File: src/rtl/pt_walk_pkg.sv
package pt_walk_pkg;

   typedef enum logic [1:0] {
      FLT_NONE   = 2'd0,
      FLT_ABSENT = 2'd1,
      FLT_PROT   = 2'd2
   } fault_e;

   typedef enum logic [1:0] {
      ST_IDLE  = 2'd0,
      ST_ISSUE = 2'd1,
      ST_WAIT  = 2'd2
   } walk_st_e;

   // entry bit positions
   localparam int PTE_VALID_BIT = 0;
   localparam int PTE_RD_BIT    = 1;
   localparam int PTE_WR_BIT    = 2;
   localparam int PTE_FRAME_LSB = 3;

endpackage

File: src/rtl/pt_base_reg.sv
module pt_base_reg #(
   parameter int AW = 8
) (
   input  logic          clk,
   input  logic          rst_n,
   input  logic          wr_en,
   input  logic [AW-1:0] wr_data,
   input  logic          idle,
   output logic [AW-1:0] base_q
);
   always_ff @(posedge clk) begin
      if (!rst_n)
         base_q <= '0;
      else if (wr_en && idle)
         base_q <= wr_data;
   end
endmodule

File: src/rtl/pt_index_gen.sv
module pt_index_gen #(
   parameter int VPN_W     = 5,
   parameter int AW        = 8,
   parameter int PTE_SHIFT = 0
) (
   input  logic [AW-1:0]    base,
   input  logic [VPN_W-1:0] vpn,
   output logic [AW-1:0]    addr
);
   generate
      if (PTE_SHIFT == 0) begin : g_unit
         assign addr = base + AW'(vpn);
      end else begin : g_scaled
         assign addr = base + AW'({vpn, {PTE_SHIFT{1'b0}}});
      end
   endgenerate
endmodule

File: src/rtl/pt_walk_fsm.sv
module pt_walk_fsm
   import pt_walk_pkg::*;
(
   input  logic clk,
   input  logic rst_n,
   input  logic req_valid,
   input  logic rd_valid,
   output logic req_ready,
   output logic accept,
   output logic issue,
   output logic capture
);
   walk_st_e state_q, state_d;

   assign req_ready = (state_q == ST_IDLE);
   assign accept    = req_ready && req_valid;
   assign issue     = (state_q == ST_ISSUE);
   assign capture   = (state_q == ST_WAIT) && rd_valid;

   always_comb begin
      state_d = state_q;
      unique case (state_q)
         ST_IDLE:  if (req_valid) state_d = ST_ISSUE;
         ST_ISSUE: state_d = ST_WAIT;
         ST_WAIT:  if (rd_valid) state_d = ST_IDLE;
         default:  state_d = ST_IDLE;
      endcase
   end

   always_ff @(posedge clk) begin
      if (!rst_n) state_q <= ST_IDLE;
      else        state_q <= state_d;
   end
endmodule

File: src/rtl/pt_pte_eval.sv
module pt_pte_eval
   import pt_walk_pkg::*;
#(
   parameter int PTE_W   = 8,
   parameter int FRAME_W = 3,
   parameter int OFS_W   = 10,
   localparam int PA_W   = FRAME_W + OFS_W,
   localparam int USED_W = PTE_FRAME_LSB + FRAME_W
) (
   input  logic [PTE_W-1:0] pte,
   input  logic             is_write,
   input  logic [OFS_W-1:0] ofs,
   output logic [PA_W-1:0]  paddr,
   output fault_e           fault
);
   logic               present;
   logic               allowed;
   logic [FRAME_W-1:0] frame;

   assign present = pte[PTE_VALID_BIT];
   assign allowed = is_write ? pte[PTE_WR_BIT] : pte[PTE_RD_BIT];
   assign frame   = pte[PTE_FRAME_LSB +: FRAME_W];

   generate
      if (PTE_W > USED_W) begin : g_spare
         logic unused_hi;
         assign unused_hi = ^pte[PTE_W-1:USED_W];
      end
   endgenerate

   // presence is decided before rights
   always_comb begin
      if (!present) begin
         fault = FLT_ABSENT;
         paddr = '0;
      end else if (!allowed) begin
         fault = FLT_PROT;
         paddr = '0;
      end else begin
         fault = FLT_NONE;
         paddr = {frame, ofs};
      end
   end
endmodule

File: src/rtl/pt_walker.sv
module pt_walker
   import pt_walk_pkg::*;
#(
   parameter int VPN_W     = 5,
   parameter int FRAME_W   = 3,
   parameter int OFS_W     = 10,
   parameter int PTE_W     = 8,
   parameter int PT_AW     = 8,
   parameter int PTE_SHIFT = 0,
   localparam int VA_W     = VPN_W + OFS_W,
   localparam int PA_W     = FRAME_W + OFS_W
) (
   input  logic             clk,
   input  logic             rst_n,
   input  logic             cfg_we,
   input  logic [PT_AW-1:0] cfg_base,
   input  logic             req_valid,
   output logic             req_ready,
   input  logic [VA_W-1:0]  req_vaddr,
   input  logic             req_write,
   output logic             mem_rd_req,
   output logic [PT_AW-1:0] mem_rd_addr,
   input  logic             mem_rd_valid,
   input  logic [PTE_W-1:0] mem_rd_data,
   output logic             rsp_valid,
   output logic [PA_W-1:0]  rsp_paddr,
   output logic [1:0]       rsp_fault
);
   generate
      if (PTE_W < PTE_FRAME_LSB + FRAME_W) begin : g_bad_pte
         initial $fatal(1, "entry too narrow for frame field");
      end
      if (VPN_W + PTE_SHIFT > PT_AW) begin : g_bad_index
         initial $fatal(1, "table index wider than table address");
      end
      if (OFS_W < 1 || VPN_W < 1 || FRAME_W < 1) begin : g_bad_width
         initial $fatal(1, "address fields must be non-empty");
      end
   endgenerate

   logic             accept, issue, capture;
   logic [PT_AW-1:0] base_q;
   logic [VPN_W-1:0] vpn_q;
   logic [OFS_W-1:0] ofs_q;
   logic             wr_q;
   logic [PA_W-1:0]  eval_paddr;
   fault_e           eval_fault;

   pt_walk_fsm u_fsm (
      .clk       (clk),
      .rst_n     (rst_n),
      .req_valid (req_valid),
      .rd_valid  (mem_rd_valid),
      .req_ready (req_ready),
      .accept    (accept),
      .issue     (issue),
      .capture   (capture)
   );

   pt_base_reg #(.AW(PT_AW)) u_base (
      .clk     (clk),
      .rst_n   (rst_n),
      .wr_en   (cfg_we),
      .wr_data (cfg_base),
      .idle    (req_ready),
      .base_q  (base_q)
   );

   always_ff @(posedge clk) begin
      if (!rst_n) begin
         vpn_q <= '0;
         ofs_q <= '0;
         wr_q  <= 1'b0;
      end else if (accept) begin
         vpn_q <= req_vaddr[VA_W-1:OFS_W];
         ofs_q <= req_vaddr[OFS_W-1:0];
         wr_q  <= req_write;
      end
   end

   pt_index_gen #(.VPN_W(VPN_W), .AW(PT_AW), .PTE_SHIFT(PTE_SHIFT)) u_idx (
      .base (base_q),
      .vpn  (vpn_q),
      .addr (mem_rd_addr)
   );

   assign mem_rd_req = issue;

   pt_pte_eval #(.PTE_W(PTE_W), .FRAME_W(FRAME_W), .OFS_W(OFS_W)) u_eval (
      .pte      (mem_rd_data),
      .is_write (wr_q),
      .ofs      (ofs_q),
      .paddr    (eval_paddr),
      .fault    (eval_fault)
   );

   always_ff @(posedge clk) begin
      if (!rst_n) begin
         rsp_valid <= 1'b0;
         rsp_paddr <= '0;
         rsp_fault <= 2'd0;
      end else begin
         rsp_valid <= capture;
         if (capture) begin
            rsp_paddr <= eval_paddr;
            rsp_fault <= 2'(eval_fault);
         end
      end
   end
endmodule

File: config.mk
export PLATFORM = sky130hd
export DESIGN_NAME = pt_walker
export DESIGN_NICKNAME = d
export VERILOG_FILES = /design/src/rtl/pt_walk_pkg.sv /design/src/rtl/pt_base_reg.sv /design/src/rtl/pt_index_gen.sv /design/src/rtl/pt_walk_fsm.sv /design/src/rtl/pt_pte_eval.sv /design/src/rtl/pt_walker.sv
export SDC_FILE = /design/constraint.sdc
export NUM_CORES = 1
export LEC_CHECK = 0
export ABC_AREA = 1
export BUFFER_PORTS_ARGS = -buffer_cell sky130_fd_sc_hd__buf_4
export CAP_MARGIN = 20
export CORE_UTILIZATION = 44
export DETAILED_ROUTE_END_ITERATION = 8
export PLACE_DENSITY = 0.71
export SYNTH_ARGS = -nofsm -noshare
export SYNTH_HDL_FRONTEND = slang
export SYNTH_SLANG_ARGS = --single-unit
File: constraint.sdc
create_clock -name clk -period 1.4 [get_ports clk]
set_input_delay 0.21 -clock clk [delete_from_list [all_inputs] [get_ports clk]]
set_output_delay 0.21 -clock clk [all_outputs]
set_load 0.02 [all_outputs]
==> results of run 1 <==
flip-flops by register name, summed over array words and instances (netlist names):
signal and count:
rsp_fault 2, rsp_paddr 13, rsp_valid 1, u_fsm.state_q 2, u_base.base_q 8, ofs_q 10
vpn_q 5, wr_q 1
cells in the final DEF (no fill, tap or decap), drive strengths merged:
master	synthesis	final
fa	1	1
nand3b	2	2
or2	2	2
clkbuf	4	7
inv	14	14
buf	6	78
a21oi	20	20
a211oi	1	1
o21a	1	1
o21bai	1	1
clkinv	2	3
nand3	19	19
nand2	40	40
xnor2	3	3
dfxtp	42	42
nor2	46	46
ha	5	5
o21ai	24	24
metal layers:
layer | up-vias | share of wire [%] | GRT usage, %
li1 | 906 | - | -
met2 | 36 | 48 | 34.8
met3 | 7 | 3.7 | 4.66
met5 | - | 0 | 0
met4 | 0 | 1.4 | 9.51
met1 | 786 | 47 | 28.5
final cells by class:
| class | count | area, um^2 |
|---|---|---|
| clock inverter | 1 | 5.00 |
| timing repair buffer | 78 | 608 |
| clock buffer | 7 | 86.3 |
| multi-input combinational | 165 | 987 |
| fill | 329 | 1130 |
| tap | 48 | 60.1 |
| sequential | 42 | 853 |
| inverter | 16 | 65.1 |
power by group through the flow:
| stage | sequential [mW] | combinational (mW) | clock, mW |
|---|---|---|---|
| global placement | 1.33 | 0.582 | 0 |
| floorplan | 1.33 | 0.346 | 0 |
| global route | 1.32 | 0.746 | 0.865 |
| CTS | 1.31 | 0.659 | 0.805 |
| detailed placement | 1.33 | 0.583 | 0 |
| finish | 1.32 | 0.680 | 0.790 |
metrics by stage:
stage,TNS (ns),util [%],worst slack [ns],power [mW]
2_1_floorplan,-0.297,-,-0.130,1.68
3_3_place_gp,-0.956,63.7,-0.249,1.91
3_5_place_dp,-1.02,63.7,-0.255,1.91
4_1_cts,-2.73,69.2,-0.537,2.78
5_1_grt,-3.26,70.2,-0.646,2.94
6_report,-2.77,70.2,-0.540,2.79
logic make-up after synthesis:
kind of cell               Yosys count  share of synthesized area (%)
buffers and inverters               26                           7.17
xor gates and xnor gates             3                           1.46
DFF                                 42                           46.8
AOI/OAI and AO/OA                   47                           13.5
and+or+nand+nor                    109                           26.5
adders and majority gates            6                           4.59
final timing paths:
path                                       start              to  cells past startpoint
worst max-delay path            u_base.base_q[0]  mem_rd_addr[6]                     11
worst min-delay path               req_vaddr[10]        vpn_q[0]                      3
worst min register to register      rsp_paddr[6]    rsp_paddr[6]                      2
worst max register to register  u_fsm.state_q[1]        ofs_q[1]                      5
worst max-delay path, stage by stage (launching register included):
cell	delay, ns
dfxtp_2	0.35
ha_4	0.14
inv_2	0.03
fa_2	0.36
inv_2	0.06
nand2_2	0.05
nand2_2	0.06
nand3b_1	0.09
nand2_1	0.08
nand2_1	0.05
nand2_2	0.05
buf_6	0.11
what timing repair did:
| item | CTS | global route |
|---|---|---|
| pin swaps | 15 | 15 |
| setup endpoints to repair | 7 | 8 |
| hold buffers | 0 | 0 |
| gates resized for setup | 26 | 10 |
| setup buffers | 1 | 1 |
==> flow_metrics.py, run 1 <==
metrics = {
    "run_status": {
        "status": "finished, violations left",
        "violations": "negative setup slack",
    },
    "sta": {
        "slew_headroom_pct": 68.0,
        "slew_violations": 0,
        "timing.fmax_mhz": 516,
        "timing.final.crit_share_pct": 139,
        "worst_slew_pin_slew_ns": 0.479,
        "rsz0062_at_grt": "yes",
        "setup_ws_ns": -0.540,
        "hold_ws_ns": 0.161,
        "finalCriticalPeriod_ns": 1.94,
        "finalSetupViolations": 7,
        "finClkSkew_ns": 0.00557,
        "finalHoldViolations": 0,
    },
    "logic_synthesis": {
        "syn-instance-count": 233,
        "avgSynthCellArea_um2": 7.72,
        "synth-seq-cells": 42,
        "syn_area_um2": 1800,
        "ys_seq_area_share_pct": 46.8,
        "ys_top_cells_by_count": "44 x nor2_1, 42 x dfxtp_1, 40 x nand2_1",
        "synth_edf_count": 0,
        "ys.flop_type": "dfxtp_1",
        "synthesis.nets": 276,
        "synth_area_leaders": "dfxtp_1 47%, nor2_1 9.2%, nand2_1 8.4%, o21ai_0 6.7%, a21oi_1 5.6%",
        "yosysMostFrequentCell": "nor2_1",
        "synth_warnings": 0,
        "synth_top_area_cell": "dfxtp_1",
        "synth.top_cell.area_share_pct": 46.8,
        "synthArstFlopShare_pct": 0,
        "ys_types": 24,
    },
    "placement": {
        "placedCellCount": 347,
        "place_hpwl_mm": 3.08,
        "portBuffers": 60,
        "placed_cell_area_um2": 2420,
        "place_congestion": 0.784,
    },
    "route": {
        "dr.pass1.iters": 4,
        "avgViaCountPerCell": 4.86,
        "drc_errors": 0,
        "wl_per_cell_um": 12.2,
        "routed-via-count": 1735,
        "wirelength_mm": 4.35,
        "ant_nets": 0,
        "drtIter0Drc": 91,
    },
    "global_route": {
        "grt_max_degree": 17,
        "overflow": 0,
        "grt_pass1_vias": 1605,
        "grt_pass1_wl_mm": 7.16,
        "antenna_found_initial": 0,
        "grt_usage_pct": 22.0,
    },
    "floorplanning": {
        "dieArea_um2": 4350,
        "core_region_area_um2": 3800,
        "die_w_um": 65.9,
        "die_h_um": 65.9,
        "initial_core_util_pct": 47.3,
        "pin_count": 63,
        "rows": 22,
    },
    "critical_path": {
        "cp-end-kind": "output port",
        "startpoint_type": "register",
        "cp.arrival_ns": 1.73,
        "critPathRequiredTime_ns": 1.19,
        "critPathMaxFanout": 2,
        "r2r_slack_ns": 0.21,
        "path_class": "reg2out",
    },
    "finish": {
        "nNetsFinal": 351,
        "drive_above_1_share_pct": 41.4,
        "final_area_um2": 2670,
        "final_cells": 357,
        "diodes": 0,
        "synthToLayoutAreaGrowth_pct": 48.2,
    },
    "power_and_ir_drop": {
        "p_leak_nw": 1.22,
        "pwr-share-comb_pct": 24.4,
        "powerDensity_nw_per_um2": 1050,
        "pwr-share-seq_pct": 47.2,
        "irDropWorstVdd_mv": 0.784,
        "p_sw_mw": 0.779,
        "p_int_mw": 2.01,
        "swShare_pct": 28.0,
        "clkPwrFrac_pct": 28.3,
    },
    "clock_network": {
        "clk_pin_slew_worst_paths_ns": 0.08,
        "h-tree-depth": 2,
        "cts_tree": "done",
        "cts_buffers": 5,
        "cts.path.max_buffers": 2,
        "clock_latency_ns": 0.29,
        "tritoncts_num_sinks": 42,
        "cts-root-buf": "clkbuf_8",
    },
    "flow_run": {
        "max-cap-violations": 0,
    },
    "min_path": {
        "holdCritPathClass": "in2reg",
    },
}
No activity file was read; power rests on OpenSTA's default activity.
==> run 2, diff against run 1 <==
- SKIP_LAST_GASP: not set -> 1
==> flow_metrics.py, run 2 (synthesized netlist as in run 1, its figures left out) <==
metrics = {
    "run_status": {
        "status": "finished, violations left",
        "violations": "negative setup slack",
    },
    "clock_network": {
        "tritoncts_num_sinks": 42,
        "cts.hold.buffers_added": 0,
        "cts-root-buf": "clkbuf_8",
        "cts.path.max_buffers": 2,
        "h-tree-depth": 2,
        "clk_pin_slew_worst_paths_ns": 0.08,
        "cts_tree": "done",
        "clock_latency_ns": 0.29,
        "cts_buffers": 5,
    },
    "global_route": {
        "antenna_found_initial": 0,
        "grt_pass1_vias": 1605,
        "top_usage_layer": "met2",
        "grt_pass1_wl_mm": 7.16,
        "grt_max_degree": 17,
        "grt_use_met3_pct": 4.66,
        "gr-usage-met2_pct": 34.8,
        "grt_usage_pct": 22.0,
        "grtUsageMet1_pct": 28.5,
        "overflow": 0,
    },
    "route": {
        "wl_per_cell_um": 12.2,
        "drtIter0Drc": 91,
        "wirelength_mm": 4.35,
        "routed-via-count": 1735,
        "ant_nets": 0,
        "avgViaCountPerCell": 4.86,
        "drc_errors": 0,
        "dr.pass1.iters": 4,
    },
    "power_and_ir_drop": {
        "p_total_mw": 2.79,
        "irDropWorstVdd_mv": 0.784,
        "p_leak_nw": 1.22,
        "powerDensity_nw_per_um2": 1050,
    },
    "critical_path": {
        "path_class": "reg2out",
        "critPathRequiredTime_ns": 1.19,
        "startpoint": "u_base.base_q[0]",
        "cp_cell_sequence": "ha_4 > inv_2 > fa_2 > inv_2 > nand2_2 > nand2_2 > nand3b_1 > nand2_1 > nand2_1 > nand2_2 > buf_6",
        "cp.arrival_ns": 1.73,
        "worst_path_most_repeated_cell": "nand2_2",
        "r2r-start": "u_fsm.state_q[1]",
        "startpoint_type": "register",
        "critPathMaxStageDelay_ns": 0.36,
        "critPathMaxFanout": 2,
        "cp-end-kind": "output port",
        "crit_slowest_cell": "fa_2",
    },
    "placement": {
        "pre_cts_ws_ns": -0.255,
        "place_hpwl_mm": 3.08,
        "portBuffers": 60,
        "place_congestion": 0.784,
    },
    "finish": {
        "largest_reg_flops": 13,
        "regMostFlops": "rsp_paddr",
        "n_fill_cell": 329,
        "multi_input_area_um2": 987,
        "final_common_cell": "buf_4",
        "reg_top3": "rsp_paddr (13), ofs_q (10), u_base.base_q (8)",
        "register_area_um2": 853,
        "nNetsFinal": 351,
        "synthToLayoutAreaGrowth_pct": 48.2,
        "diodes": 0,
        "drive_above_1_share_pct": 41.4,
        "final_cell_mix": "72 x buf_4, 42 x nor2_1, 32 x dfxtp_1",
    },
    "min_path": {
        "holdCritPathClass": "in2reg",
        "min-delay-start": "req_vaddr[10]",
    },
    "sta": {
        "finalHoldViolations": 0,
        "timing.final.crit_share_pct": 139,
        "finalCriticalPeriod_ns": 1.94,
        "timing.fmax_mhz": 516,
        "worst_slew_pin_slew_ns": 0.479,
        "setup_ws_ns": -0.540,
        "slew_violations": 0,
        "finalSetupViolations": 7,
        "slew_headroom_pct": 68.0,
        "finClkSkew_ns": 0.00557,
        "rsz0062_at_grt": "yes",
    },
    "floorplanning": {
        "core_region_area_um2": 3800,
        "rows": 22,
        "pin_count": 63,
        "initial_core_util_pct": 47.3,
        "dieArea_um2": 4350,
        "die_h_um": 65.9,
        "die_w_um": 65.9,
    },
    "flow_run": {
        "max-cap-violations": 0,
    },
}
run 2: layout make-up:
class                           count  share of cell area [%]
Clock buffer                        7                    3.24
Clock inverter                      1                   0.188
Inverter                           16                    2.44
Multi-Input combinational cell    165                    37.0
Sequential cell                    42                    32.0
Tap cell                           48                    2.25
Timing Repair Buffer               78                    22.8
run 2: power breakdown:
group | internal (mW) | switching (mW) | leakage, nW | total (mW)
logic | 0.340 | 0.339 | 0.822 | 0.680
registers | 1.27 | 0.0474 | 0.348 | 1.32
clock network | 0.398 | 0.392 | 0.0482 | 0.790
total | 2.01 | 0.779 | 1.22 | 2.79
run 2: path summary, 6_finish.rpt:
check | endpoint | slack [ns] | cells after the start
worst max register to register | ofs_q[1] | 0.21 | 5
worst max-delay path | mem_rd_addr[6] | -0.54 | 11
worst min register to register | rsp_paddr[6] | 0.46 | 2
worst min-delay path | vpn_q[0] | 0.16 | 3
run 2: stage by stage:
step	cell area (um^2)	util, %	setup TNS (ns)	instances	hold slack (ns)
2_1_floorplan	1850	-	-0.297	233	0.348
3_3_place_gp	2420	63.7	-0.956	347	0.454
3_5_place_dp	2420	63.7	-1.02	347	0.451
4_1_cts	2630	69.2	-2.73	356	0.162
5_1_grt	2670	70.2	-3.26	357	0.182
6_report	2670	70.2	-2.77	357	0.161
run 2: worst max-delay path, delay by kind of cell, from the launching register on:
kind,cells,cell delay [ns]
buffers and inverters,3,0.20
and+or+nand+nor,6,0.38
DFF,1,0.35
adders and majority gates,2,0.50
run 2: repair_timing:
item	in CTS	in global routing
resized for setup	26	10
gates cloned	0	0
setup buffers	1	1
pin swaps	15	15
setup endpoints to repair	7	8
run 2: metal layers:
| layer | up-vias | share of wire [%] | routed length [um] |
|---|---|---|---|
| met3 | 7 | 3.7 | 162 |
| li1 | 906 | - | - |
| met5 | - | 0 | 0 |
| met1 | 786 | 47 | 2060 |
| met4 | 0 | 1.4 | 63 |
| met2 | 36 | 48 | 2070 |
==> run 3, diff against run 2 <==
- CORE_UTILIZATION: 44 -> 47
- PLACE_DENSITY: 0.71 -> 0.72
- SYNTH_HIERARCHICAL: not set -> 1
==> flow_metrics.py, run 3 <==
metrics = {
    "critical_path": {
        "critPathMaxFanout": 2,
        "r2r-end": "rsp_paddr[12]",
        "cp_cell_sequence": "ha_4 > inv_2 > fa_2 > inv_1 > nand2_1 > nand2_2 > nand2_2 > xnor2_4 > buf_6",
        "r2r_slack_ns": 0.19,
        "worst_path_most_repeated_cell": "nand2_2",
        "crit_slowest_cell": "dfxtp_2",
        "cp-end-kind": "output port",
        "cp.arrival_ns": 1.71,
        "critPathRequiredTime_ns": 1.19,
        "reg2regPathDepth": 8,
        "cp_top_family": "adder cells",
        "startpoint_type": "register",
        "r2r-start": "wr_q",
        "critPathMaxStageDelay_ns": 0.36,
        "cp_num_buf_inv": 3,
        "path_class": "reg2out",
    },
    "logic_synthesis": {
        "synthesis.nets": 401,
        "synthMuxAreaShare_pct": 0,
        "avgSynthCellArea_um2": 6.32,
        "synth-seq-cells": 42,
        "synth_area_leaders": "dfxtp_1 37%, nand2_1 19%, nor2_1 14%, inv_1 10%, buf_6 4.0%",
        "ys_types": 21,
        "yosysMostFrequentCell": "nand2_1",
        "synth_xor_area_share_pct": 1.16,
        "synth_top_family_by_area": "simple AND/OR/NAND/NOR gates",
        "synth_compound_area_share_pct": 0.387,
        "synth_adder_area_share_pct": 3.65,
        "syn-instance-count": 358,
        "synth_edf_count": 0,
        "synth_warnings": 6,
        "synthArstFlopShare_pct": 0,
        "synth-simple-area-share_pct": 41.5,
        "ys.flop_type": "dfxtp_1",
        "ys_seq_area_share_pct": 37.2,
        "ys_top_cells_by_count": "117 x nand2_1, 83 x nor2_1, 61 x inv_1",
        "synth.top_cell.area_share_pct": 37.2,
        "syn_area_um2": 2260,
        "synth_top_area_cell": "dfxtp_1",
    },
    "finish": {
        "diodes": 0,
        "finalCoreUtilization_pct": 67.8,
        "regMostFlops": "rsp_paddr",
        "final_cells": 475,
        "drive_above_1_share_pct": 31.0,
        "final_cell_mix": "112 x nand2_1, 81 x nor2_1, 61 x buf_4",
        "n_fill_cell": 423,
        "final_area_um2": 3030,
        "largest_reg_flops": 13,
        "synthToLayoutAreaGrowth_pct": 34.2,
        "reg_top3": "rsp_paddr (13), ofs_q (10), u_base/base_q (8)",
        "nNetsFinal": 465,
        "final_common_cell": "nand2_1",
    },
    "power_and_ir_drop": {
        "pwr-share-seq_pct": 43.3,
        "p_leak_nw": 1.56,
        "p_sw_mw": 0.900,
        "powerDensity_nw_per_um2": 1020,
        "swShare_pct": 29.1,
        "irDropWorstVdd_mv": 0.731,
        "pwr-share-comb_pct": 26.3,
        "clkPwrFrac_pct": 30.4,
        "p_int_mw": 2.20,
    },
    "route": {
        "ant_nets": 0,
        "drtIter0Drc": 122,
        "dr.pass1.iters": 7,
        "drc_errors": 2,
        "wirelength_mm": 4.53,
        "wl_per_cell_um": 9.54,
        "routed-via-count": 2113,
        "avgViaCountPerCell": 4.45,
    },
    "global_route": {
        "overflow": 0,
        "gr-usage-met2_pct": 31.7,
        "grt_pass1_wl_mm": 7.86,
        "grt_pass1_vias": 1873,
        "grt_usage_pct": 19.2,
        "grtUsageMet1_pct": 25.1,
        "top_usage_layer": "met2",
        "antenna_found_initial": 0,
        "grt_use_met3_pct": 5.06,
        "grt_max_degree": 42,
    },
    "placement": {
        "placed_cell_area_um2": 2780,
        "place_congestion": 0.833,
        "place_hpwl_mm": 3.05,
        "portBuffers": 60,
        "placedCellCount": 465,
    },
    "min_path": {
        "hold_end": "u_base/base_q[6]",
        "holdCritPathClass": "in2reg",
        "min-delay-start": "cfg_base[6]",
        "holdPathStages": 3,
    },
    "clock_network": {
        "clock_latency_ns": 0.29,
        "tritoncts_num_sinks": 42,
        "cts_tree": "done",
        "cts_buffers": 5,
        "h-tree-depth": 2,
        "clk_pin_slew_worst_paths_ns": 0.08,
        "cts.hold.buffers_added": 0,
        "cts.path.max_buffers": 2,
        "cts-root-buf": "clkbuf_8",
    },
    "run_status": {
        "violations": "design-rule violations, negative setup slack",
        "status": "finished, violations left",
    },
    "floorplanning": {
        "rows": 24,
        "die_w_um": 71.4,
        "die_h_um": 71.4,
        "dieArea_um2": 5090,
        "initial_core_util_pct": 50.5,
        "pin_count": 63,
        "core_region_area_um2": 4470,
    },
    "sta": {
        "rsz0062_at_grt": "yes",
        "finalCriticalPeriod_ns": 1.92,
        "finalSetupViolations": 7,
        "setup_ws_ns": -0.516,
        "slew_headroom_pct": 72.1,
        "timing.fmax_mhz": 522,
        "worst_slew_pin_slew_ns": 0.418,
        "finalHoldViolations": 0,
        "slew_violations": 0,
        "timing.final.crit_share_pct": 137,
        "finClkSkew_ns": 0.00535,
    },
    "flow_run": {
        "max-cap-violations": 0,
    },
}
-- run 3: cell count changes after synthesis, sizes merged, moves of 4 or more --
cell / previous run / this run
a21oi: 20 / 1
buf: 6 / 13
clkbuf: 4 / 0
inv: 14 / 63
nand2: 40 / 122
nand3: 19 / 8
nor2: 46 / 96
o21ai: 24 / 0
-- run 3: repair_timing --
item,in CTS,in global routing
setup endpoints to repair,7,8
buffers inserted,2,0
gates resized for setup,27,2
pin swaps,11,2
-- run 3: worst max path at each step --
stage | startpoint | to | slack, ns | cells past startpoint
6_report | vpn_q[0] | mem_rd_addr[4] | -0.52 | 9
4_1_cts | vpn_q[0] | mem_rd_addr[4] | -0.52 | 9
3_5_place_dp | u_base/base_q[0] | mem_rd_addr[6] | -0.24 | 11
2_1_floorplan | u_base/base_q[0] | mem_rd_addr[6] | -0.13 | 10
3_3_place_gp | u_base/base_q[0] | mem_rd_addr[6] | -0.23 | 11
5_1_grt | vpn_q[0] | mem_rd_addr[6] | -0.61 | 11
-- run 3: power by group through the flow --
stage	Combinational, mW	Sequential [mW]	Clock (mW)
4_1_cts	0.816	1.34	0.958
5_1_grt	0.903	1.35	1.03
6_report	0.815	1.34	0.940
3_5_place_dp	0.736	1.36	0
3_3_place_gp	0.731	1.36	0
2_1_floorplan	0.487	1.37	0
-- run 3: cell type report --
class	instances	area, um^2	share of cell area [%]
clock buffer	5	68.8	2.27
sequential	42	852	28.1
inverter	63	236	7.79
multi-input combinational	240	1190	39.4
timing repair buffer	70	577	19.0
tap	52	65.1	2.14
clock inverter	3	40.0	1.32
-- run 3: cells by family after synthesis --
kind of cell,Yosys count
buffers and inverters,76
XOR/XNOR,3
adder cells (fa/ha/maj),6
AND/OR/NAND/NOR,230
AO/OA/AOI/OAI,1
flip-flops,42
-- run 3: worst reg2reg max path, delay by kind of cell (launching register included) --
kind / cells / cell delay [ns]
AND/OR/NAND/NOR: 6 / 0.62
flip-flops: 1 / 0.40
buffers and inverters: 2 / 0.11
-- run 3: stage by stage --
| step | setup slack, ns | hold slack [ns] | total power [mW] | TNS [ns] |
|---|---|---|---|---|
| 2_1_floorplan | -0.127 | 0.330 | 1.85 | -0.266 |
| 3_3_place_gp | -0.230 | 0.435 | 2.09 | -0.700 |
| 3_5_place_dp | -0.236 | 0.442 | 2.09 | -0.722 |
| 4_1_cts | -0.517 | 0.132 | 3.11 | -2.78 |
| 5_1_grt | -0.614 | 0.124 | 3.28 | -3.41 |
| 6_report | -0.516 | 0.136 | 3.10 | -2.85 |
-- run 3: per-layer routing --
metal,share of wire [%],vias up
met2,46,51
met3,4.8,5
li1,-,1145
met1,49,912
met4,0.62,0
met5,0,-
